**src/rtl/esc_cmd_pkg.sv**
```systemverilog
package esc_cmd_pkg;
  localparam int unsigned NUM_CTL   = 5;
  localparam int unsigned RESET_IDX = 0;

  typedef enum logic {
    ST_IDLE = 1'b0,
    ST_ESC  = 1'b1
  } esc_state_e;
endpackage

```
**src/rtl/esc_cmd_classify.sv**
```systemverilog
module esc_cmd_classify #(
  parameter int unsigned DATA_W  = 8,
  parameter int unsigned NUM_CTL = 5,
  localparam int unsigned IDX_W  = $clog2(NUM_CTL)
) (
  input  logic [DATA_W-1:0] code,
  output logic              cmd_ok,
  output logic [IDX_W-1:0]  cmd_idx,
  output logic              cmd_set
);
  localparam logic [IDX_W-1:0] LAST_IDX = IDX_W'(NUM_CTL - 1);

  logic [DATA_W-IDX_W-2:0] upper;

  always_comb begin
    upper   = code[DATA_W-1:IDX_W+1];
    cmd_idx = code[IDX_W:1];
    cmd_set = ~code[0];
    cmd_ok  = (upper == '0) && (cmd_idx <= LAST_IDX);
  end
endmodule

```
**src/rtl/esc_fsm.sv**
```systemverilog
module esc_fsm
  import esc_cmd_pkg::*;
#(
  parameter int unsigned        DATA_W   = 8,
  parameter logic [DATA_W-1:0]  ESC_BYTE = DATA_W'(8'hA5)
) (
  input  logic              clk,
  input  logic              rst,
  input  logic              in_valid,
  input  logic [DATA_W-1:0] in_byte,
  output logic              out_valid,
  output logic [DATA_W-1:0] out_byte,
  output logic              cmd_stb,
  output logic              esc_pend
);
  esc_state_e state;

  assign esc_pend = (state == ST_ESC);
  assign cmd_stb  = esc_pend && in_valid && (in_byte != ESC_BYTE);

  always_ff @(posedge clk) begin
    if (rst) begin
      state     <= ST_IDLE;
      out_valid <= 1'b0;
      out_byte  <= '0;
    end else begin
      out_valid <= 1'b0;
      if (in_valid) begin
        case (state)
          ST_IDLE: begin
            if (in_byte == ESC_BYTE) begin
              state <= ST_ESC;
            end else begin
              out_valid <= 1'b1;
              out_byte  <= in_byte;
            end
          end
          default: begin
            state <= ST_IDLE;
            if (in_byte == ESC_BYTE) begin
              out_valid <= 1'b1;
              out_byte  <= ESC_BYTE;
            end
          end
        endcase
      end
    end
  end

  assert_plain_forward_R2: assert property (@(posedge clk) disable iff (rst)
    (in_valid && !esc_pend && in_byte != ESC_BYTE) |=> (out_valid && out_byte == $past(in_byte)));

  assert_esc_silent_R3: assert property (@(posedge clk) disable iff (rst)
    (in_valid && !esc_pend && in_byte == ESC_BYTE) |=> (!out_valid && esc_pend));

  assert_literal_esc_R4: assert property (@(posedge clk) disable iff (rst)
    (in_valid && esc_pend && in_byte == ESC_BYTE) |=> (out_valid && out_byte == ESC_BYTE && !esc_pend));

  assert_cmd_not_forwarded_R5: assert property (@(posedge clk) disable iff (rst)
    cmd_stb |=> !out_valid);

  assert_idle_no_effect_R8: assert property (@(posedge clk) disable iff (rst)
    !in_valid |=> (!out_valid && esc_pend == $past(esc_pend)));
endmodule

```
**src/rtl/esc_flag_bank.sv**
```systemverilog
module esc_flag_bank
  import esc_cmd_pkg::*;
#(
  parameter int unsigned NUM_CTL = 5,
  localparam int unsigned IDX_W  = $clog2(NUM_CTL)
) (
  input  logic               clk,
  input  logic               rst,
  input  logic               cmd_stb,
  input  logic               cmd_ok,
  input  logic [IDX_W-1:0]   cmd_idx,
  input  logic               cmd_set,
  output logic [NUM_CTL-1:0] flags
);
  logic reset_raise;

  assign reset_raise = cmd_stb && cmd_ok && cmd_set && (cmd_idx == IDX_W'(RESET_IDX));

  for (genvar g = 0; g < NUM_CTL; g++) begin : g_flag
    logic hit;
    assign hit = cmd_stb && cmd_ok && (cmd_idx == IDX_W'(g));

    if (g == RESET_IDX) begin : g_master
      always_ff @(posedge clk) begin
        if (rst)      flags[g] <= 1'b0;
        else if (hit) flags[g] <= cmd_set;
      end
    end else begin : g_slave
      always_ff @(posedge clk) begin
        if (rst)              flags[g] <= 1'b0;
        else if (reset_raise) flags[g] <= 1'b0;
        else if (hit)         flags[g] <= cmd_set;
      end
    end

    assert_flag_update_R5: assert property (@(posedge clk) disable iff (rst)
      (hit && !reset_raise) |=> (flags[g] == $past(cmd_set)));
  end

  assert_reset_clears_others_R7: assert property (@(posedge clk) disable iff (rst)
    reset_raise |=> (flags == NUM_CTL'(1) << RESET_IDX));
endmodule

```
**src/rtl/esc_cmd_decoder.sv**
```systemverilog
module esc_cmd_decoder
  import esc_cmd_pkg::*;
#(
  parameter int unsigned       DATA_W   = 8,
  parameter logic [DATA_W-1:0] ESC_BYTE = DATA_W'(8'hA5)
) (
  input  logic              clk,
  input  logic              rst,
  input  logic              in_valid,
  input  logic [DATA_W-1:0] in_byte,
  output logic              out_valid,
  output logic [DATA_W-1:0] out_byte,
  output logic              ctl_reset,
  output logic              ctl_trigger,
  output logic              ctl_arm,
  output logic              ctl_clkmgr,
  output logic              ctl_start
);
  localparam int unsigned IDX_W = $clog2(NUM_CTL);

  logic               cmd_stb;
  logic               esc_pend;
  logic               cmd_ok;
  logic [IDX_W-1:0]   cmd_idx;
  logic               cmd_set;
  logic [NUM_CTL-1:0] flags;

  esc_fsm #(.DATA_W(DATA_W), .ESC_BYTE(ESC_BYTE)) u_fsm (
    .clk(clk), .rst(rst), .in_valid(in_valid), .in_byte(in_byte),
    .out_valid(out_valid), .out_byte(out_byte),
    .cmd_stb(cmd_stb), .esc_pend(esc_pend)
  );

  esc_cmd_classify #(.DATA_W(DATA_W), .NUM_CTL(NUM_CTL)) u_classify (
    .code(in_byte), .cmd_ok(cmd_ok), .cmd_idx(cmd_idx), .cmd_set(cmd_set)
  );

  esc_flag_bank #(.NUM_CTL(NUM_CTL)) u_flags (
    .clk(clk), .rst(rst), .cmd_stb(cmd_stb), .cmd_ok(cmd_ok),
    .cmd_idx(cmd_idx), .cmd_set(cmd_set), .flags(flags)
  );

  assign ctl_reset   = flags[0];
  assign ctl_trigger = flags[1];
  assign ctl_arm     = flags[2];
  assign ctl_clkmgr  = flags[3];
  assign ctl_start   = flags[4];

  assert_unknown_ignored_R6: assert property (@(posedge clk) disable iff (rst)
    (cmd_stb && !cmd_ok) |=> ($stable(flags) && !out_valid && !esc_pend));

  assert_reset_state_R1: assert property (@(posedge clk)
    rst |=> (!out_valid && flags == '0 && !esc_pend));
endmodule

```
**config.mk**
```make
export PLATFORM = sky130hd
export DESIGN_NAME = esc_cmd_decoder
export DESIGN_NICKNAME = d
export VERILOG_FILES = /design/src/rtl/esc_cmd_pkg.sv /design/src/rtl/esc_cmd_classify.sv /design/src/rtl/esc_fsm.sv /design/src/rtl/esc_flag_bank.sv /design/src/rtl/esc_cmd_decoder.sv
export SDC_FILE = /design/constraint.sdc
export NUM_CORES = 1
export LEC_CHECK = 0
export BUFFER_PORTS_ARGS = -buffer_cell sky130_fd_sc_hd__buf_2
export CORE_MARGIN = 2
export CORE_UTILIZATION = 30
export CTS_CLUSTER_SIZE = 14
export DETAILED_ROUTE_END_ITERATION = 8
export SYNTH_ARGS = -nofsm -noshare
export SYNTH_HDL_FRONTEND = slang
export SYNTH_SLANG_ARGS = --single-unit
```
**constraint.sdc**
```tcl
create_clock -name clk -period 2.51 [get_ports clk]
set_clock_uncertainty 0.1 [all_clocks]
set_input_delay 0.502 -clock clk [delete_from_list [all_inputs] [get_ports clk]]
set_output_delay 0.502 -clock clk [all_outputs]
set_load 0.03 [all_outputs]
```
==> impl_summary.md <==
Layout
The multi-input combinational cells in the finished layout cover a total of 371.6 sq um. From synthesis to final layout, the design area changed by 23.08%. The number of diodes is 0.

After filler insertion, the fill cell instance count of the layout stands at 245. After the flow finishes, the layout carries non-filler instances totaling 132. After routing the design area is 860.8 sq um.

Of the cells placed in the final design, the portion with a size suffix greater than 1 is 0.2885. The register cell area after layout is 300.3 sq um. The total number of nets in the final design is 117.

Clock tree
The clock input transition at the sequential cells of the worst setup and hold paths is 0.08 ns. Clock latency on the worst-skew pair, taken at its later pin, is 0.27 ns. The tree built by TritonCTS fans out to 15 sinks. The level count of the clock H-tree is 1. The CTS tree is done. The number of buffers created by CTS is 3. The number of buffers added to fix hold violations after cts is 0. The maximum count of clock buffers along a single path is 2. The number of cells upsized or downsized after cts is 0. CTS placed an instance of clkbuf_4 at the clock tree root. The number of setup buffers added after CTS is 0.

Logic synthesis
The number of enable flip-flop cells after synthesis is 0. The fraction of synthesis flops using an asynchronous set or reset pin is 0. The share of synthesized area occupied by flip-flops and latches is 0.4293. The number of nets in the synthesized netlist is 93. For this run, the number of Yosys warnings is 0. The number of distinct standard cells referenced by the synthesized netlist is 31. Yosys attributes the largest share of cell area to dfxtp_1 43%, a21oi_1 6.4%, nor2_1 6.4%, a211oi_1 4.3%, nand3_1 3.6%. The post-synthesis cell count is 81. The synthesized netlist occupies a cell area of 699.4 sq um. The largest total area in the synthesized netlist belongs to dfxtp_1. By instance count, the leading cell after synthesis is dfxtp_1. In this run, synthesis produced a sequential element count of 15. Ranked by instance count, the synthesized netlist is headed by 15 x dfxtp_1, 12 x nor2_1, 9 x a21oi_1, 5 x nand2_1, 5 x nand3_1.

The most used flip-flop cell after synthesis is dfxtp_1. Of the post-synthesis cell area, the dominant cell type holds 0.4293. The average footprint of a synthesized cell is 8.635 sq um.

Timing
The worst pin sits at a relative slew slack of 0.7562. Based on the critical path, the design can be clocked at up to 0.4977 GHz. The final period utilization is 0.8005.

The clock period could shrink to 2.009 ns. The number of failing setup endpoints in the final timing report is 0. Setup repair after global routing left no endpoint under its margin. The final count of hold timing violations is 0. At the pin with the least slew margin, the transition time is 0.3624 ns. The sum of negative setup slack is 0 ns. The number of slew-limit violations in the final report came to 0.

Floorplan
The floorplan step defined a core boundary enclosing 2212 sq um. The floorplan step defined a die boundary enclosing 2734 sq um. Measured along the y axis, the die boundary spans 52.29 microns. The count of pins on the block boundary is 25.

In this run the core area contains 17 standard-cell rows. The initial utilization of the core area, before any placement, comes to 0.3162. The die boundary width is 52.29 microns.

Setup path
The total buffers and inverters traversed by the critical path is 1. The startpoint identified for the worst register-to-register timing path is u_fsm.esc_pend$_SDFFE_PP0P_. The signal on the critical path passes through buf_2, or4_4, nor2_1, ha_1, and2_1, nor2_1, a211oi_1. The cell that appears most often on the critical path is nor2_1.

The worst-path cell with the longest stage delay is or4_4. The largest incremental delay on the critical path is 0.57 ns. The worst setup path is launched from an input pin.

The kind of cell with the highest combined delay along the critical path is simple AND/OR/NAND/NOR gates. The endpoint type of the worst setup path is a register. The data required time of the critical path is 2.60 ns. The critical path is of the in2reg type. At the worst endpoint, the arrival time is 2.10 ns. The highest net fanout along the worst path is 12. The startpoint of the worst setup timing path is in_byte[1].

Route
The per-cell via count in the routed design is 5.197. The first-pass detailed-route iteration total is 4. The final route contains 686 vias. The number of nets with antenna violations after detailed routing is 0. In the final routed layout, each cell accounts on average for 11.92 microns. The routed design has 1.573 mm of wire. The final routed DRC violation total is 0. In this run, the number of DRC markers left after iteration 0 of detailed routing was 13.

Pwr
The cell leakage power is 0.3616 nW. Dividing total power by cell area gives a power density of 529.4 nW/um^2. The maximum resistive drop on vdd is 0.2668 mV.

Job
The number of max-cap violations is 0.

GRT
The number of antenna violations at the first check in global routing is 0. The largest net degree at the start of global routing is 16. Across every metal layer, demand over resource in global routing totals 0.1260. The number of global-route vias before repair is 578. The wire length of the first global-routing pass is 2.553 mm. Global routing finished with a remaining overflow of 0.

Placement
The placer's final routability congestion estimate is 0.7354. After detailed placement, the total cell area comes to 834.6 sq um. The quantity of I/O buffers inserted on ports is 24. The HPWL after detailed placement is 1.160 mm. The number of placed cells counting well taps is 128.

Run status
The run finished with clean final reports.

Hold path
The tightest min-delay check is of the reg2reg type. In this run the most critical hold path is launched from u_fsm.out_byte[1]$_SDFFE_PP0P_.
[cells by family after synthesis]
family / Yosys count / synth area share
muxes: 1 / 0.01431
adders and majority gates: 1 / 0.01789
and+or+nand+nor: 38 / 0.3184
AOI/OAI and AO/OA: 19 / 0.1807
buffers and inverters: 7 / 0.03935
DFF: 15 / 0.4293
[report_power, final]
group	internal, mW	switching (mW)	total (mW)
logic	0.0245	0.0484	0.0729
clock network	0.0615	0.0707	0.132
registers	0.247	0.00395	0.251
total	0.333	0.123	0.456
[per-stage QoR]
stage	total power [mW]	worst slack, ns	hold slack, ns	util
detailed placement	0.3292	0.2012	0.3449	0.3773
floorplan	0.3021	0.3761	0.4748	-
finish	0.4557	0.5008	0.3500	0.3891
global route	0.4839	0.3783	0.3811	0.3891
CTS	0.4635	0.4907	0.3566	0.3891
global placement	0.3287	0.2450	0.3412	0.3773
[state kept, by name, summed over array words and instances (netlist names)]
name and flops:
u_flags.flags 5, u_fsm.esc_pend 1, u_fsm.out_valid 1, u_fsm.out_byte 8
[path summary, 6_finish.rpt]
kind | slack [ns] | to | cells after the start
worst min register to register | 0.35 | u_fsm.out_byte[1]$_SDFFE_PP0P_ | 2
worst max register to register | 0.79 | u_fsm.out_byte[0]$_SDFFE_PP0P_ | 5
worst min-delay path | 0.35 | u_fsm.out_byte[1]$_SDFFE_PP0P_ | 2
worst max-delay path | 0.50 | u_fsm.out_byte[0]$_SDFFE_PP0P_ | 7
[metal layers]
| metal | share of wire | track usage | routed length (microns) |
|---|---|---|---|
| met1 | 0.47 | 0.1594 | 733 |
| met2 | 0.47 | 0.2000 | 745 |
| met3 | 0.060 | 0.02571 | 94 |
| met4 | 0 | 0.06410 | 0 |
| met5 | 0 | 0 | 0 |
[cell type report]
cell class / instances / share of cell area
Clock buffer: 4 / 0.03052
Multi-Input combinational cell: 59 / 0.4317
Timing Repair Buffer: 24 / 0.1395
Sequential cell: 15 / 0.3488
Tap cell: 28 / 0.04070
Inverter: 2 / 0.008721
[tightest hold or removal path, cell delays in order, from the launching register on]
cell	delay, ns
dfxtp_1	0.31
nand2_1	0.05
a21oi_1	0.05
[layout by cell type, fill, tap and decap left out, drive strengths merged, types with 2 or more instances in the layout]
cell type and count:
o31ai 2, buf 24, a211oi 4, nand2 5, clkbuf 4, inv 2, nand3 5, or3 2
or4 2, dfxtp 15, nor2 12, a21oi 9
(Power assumes the default switching activity.)
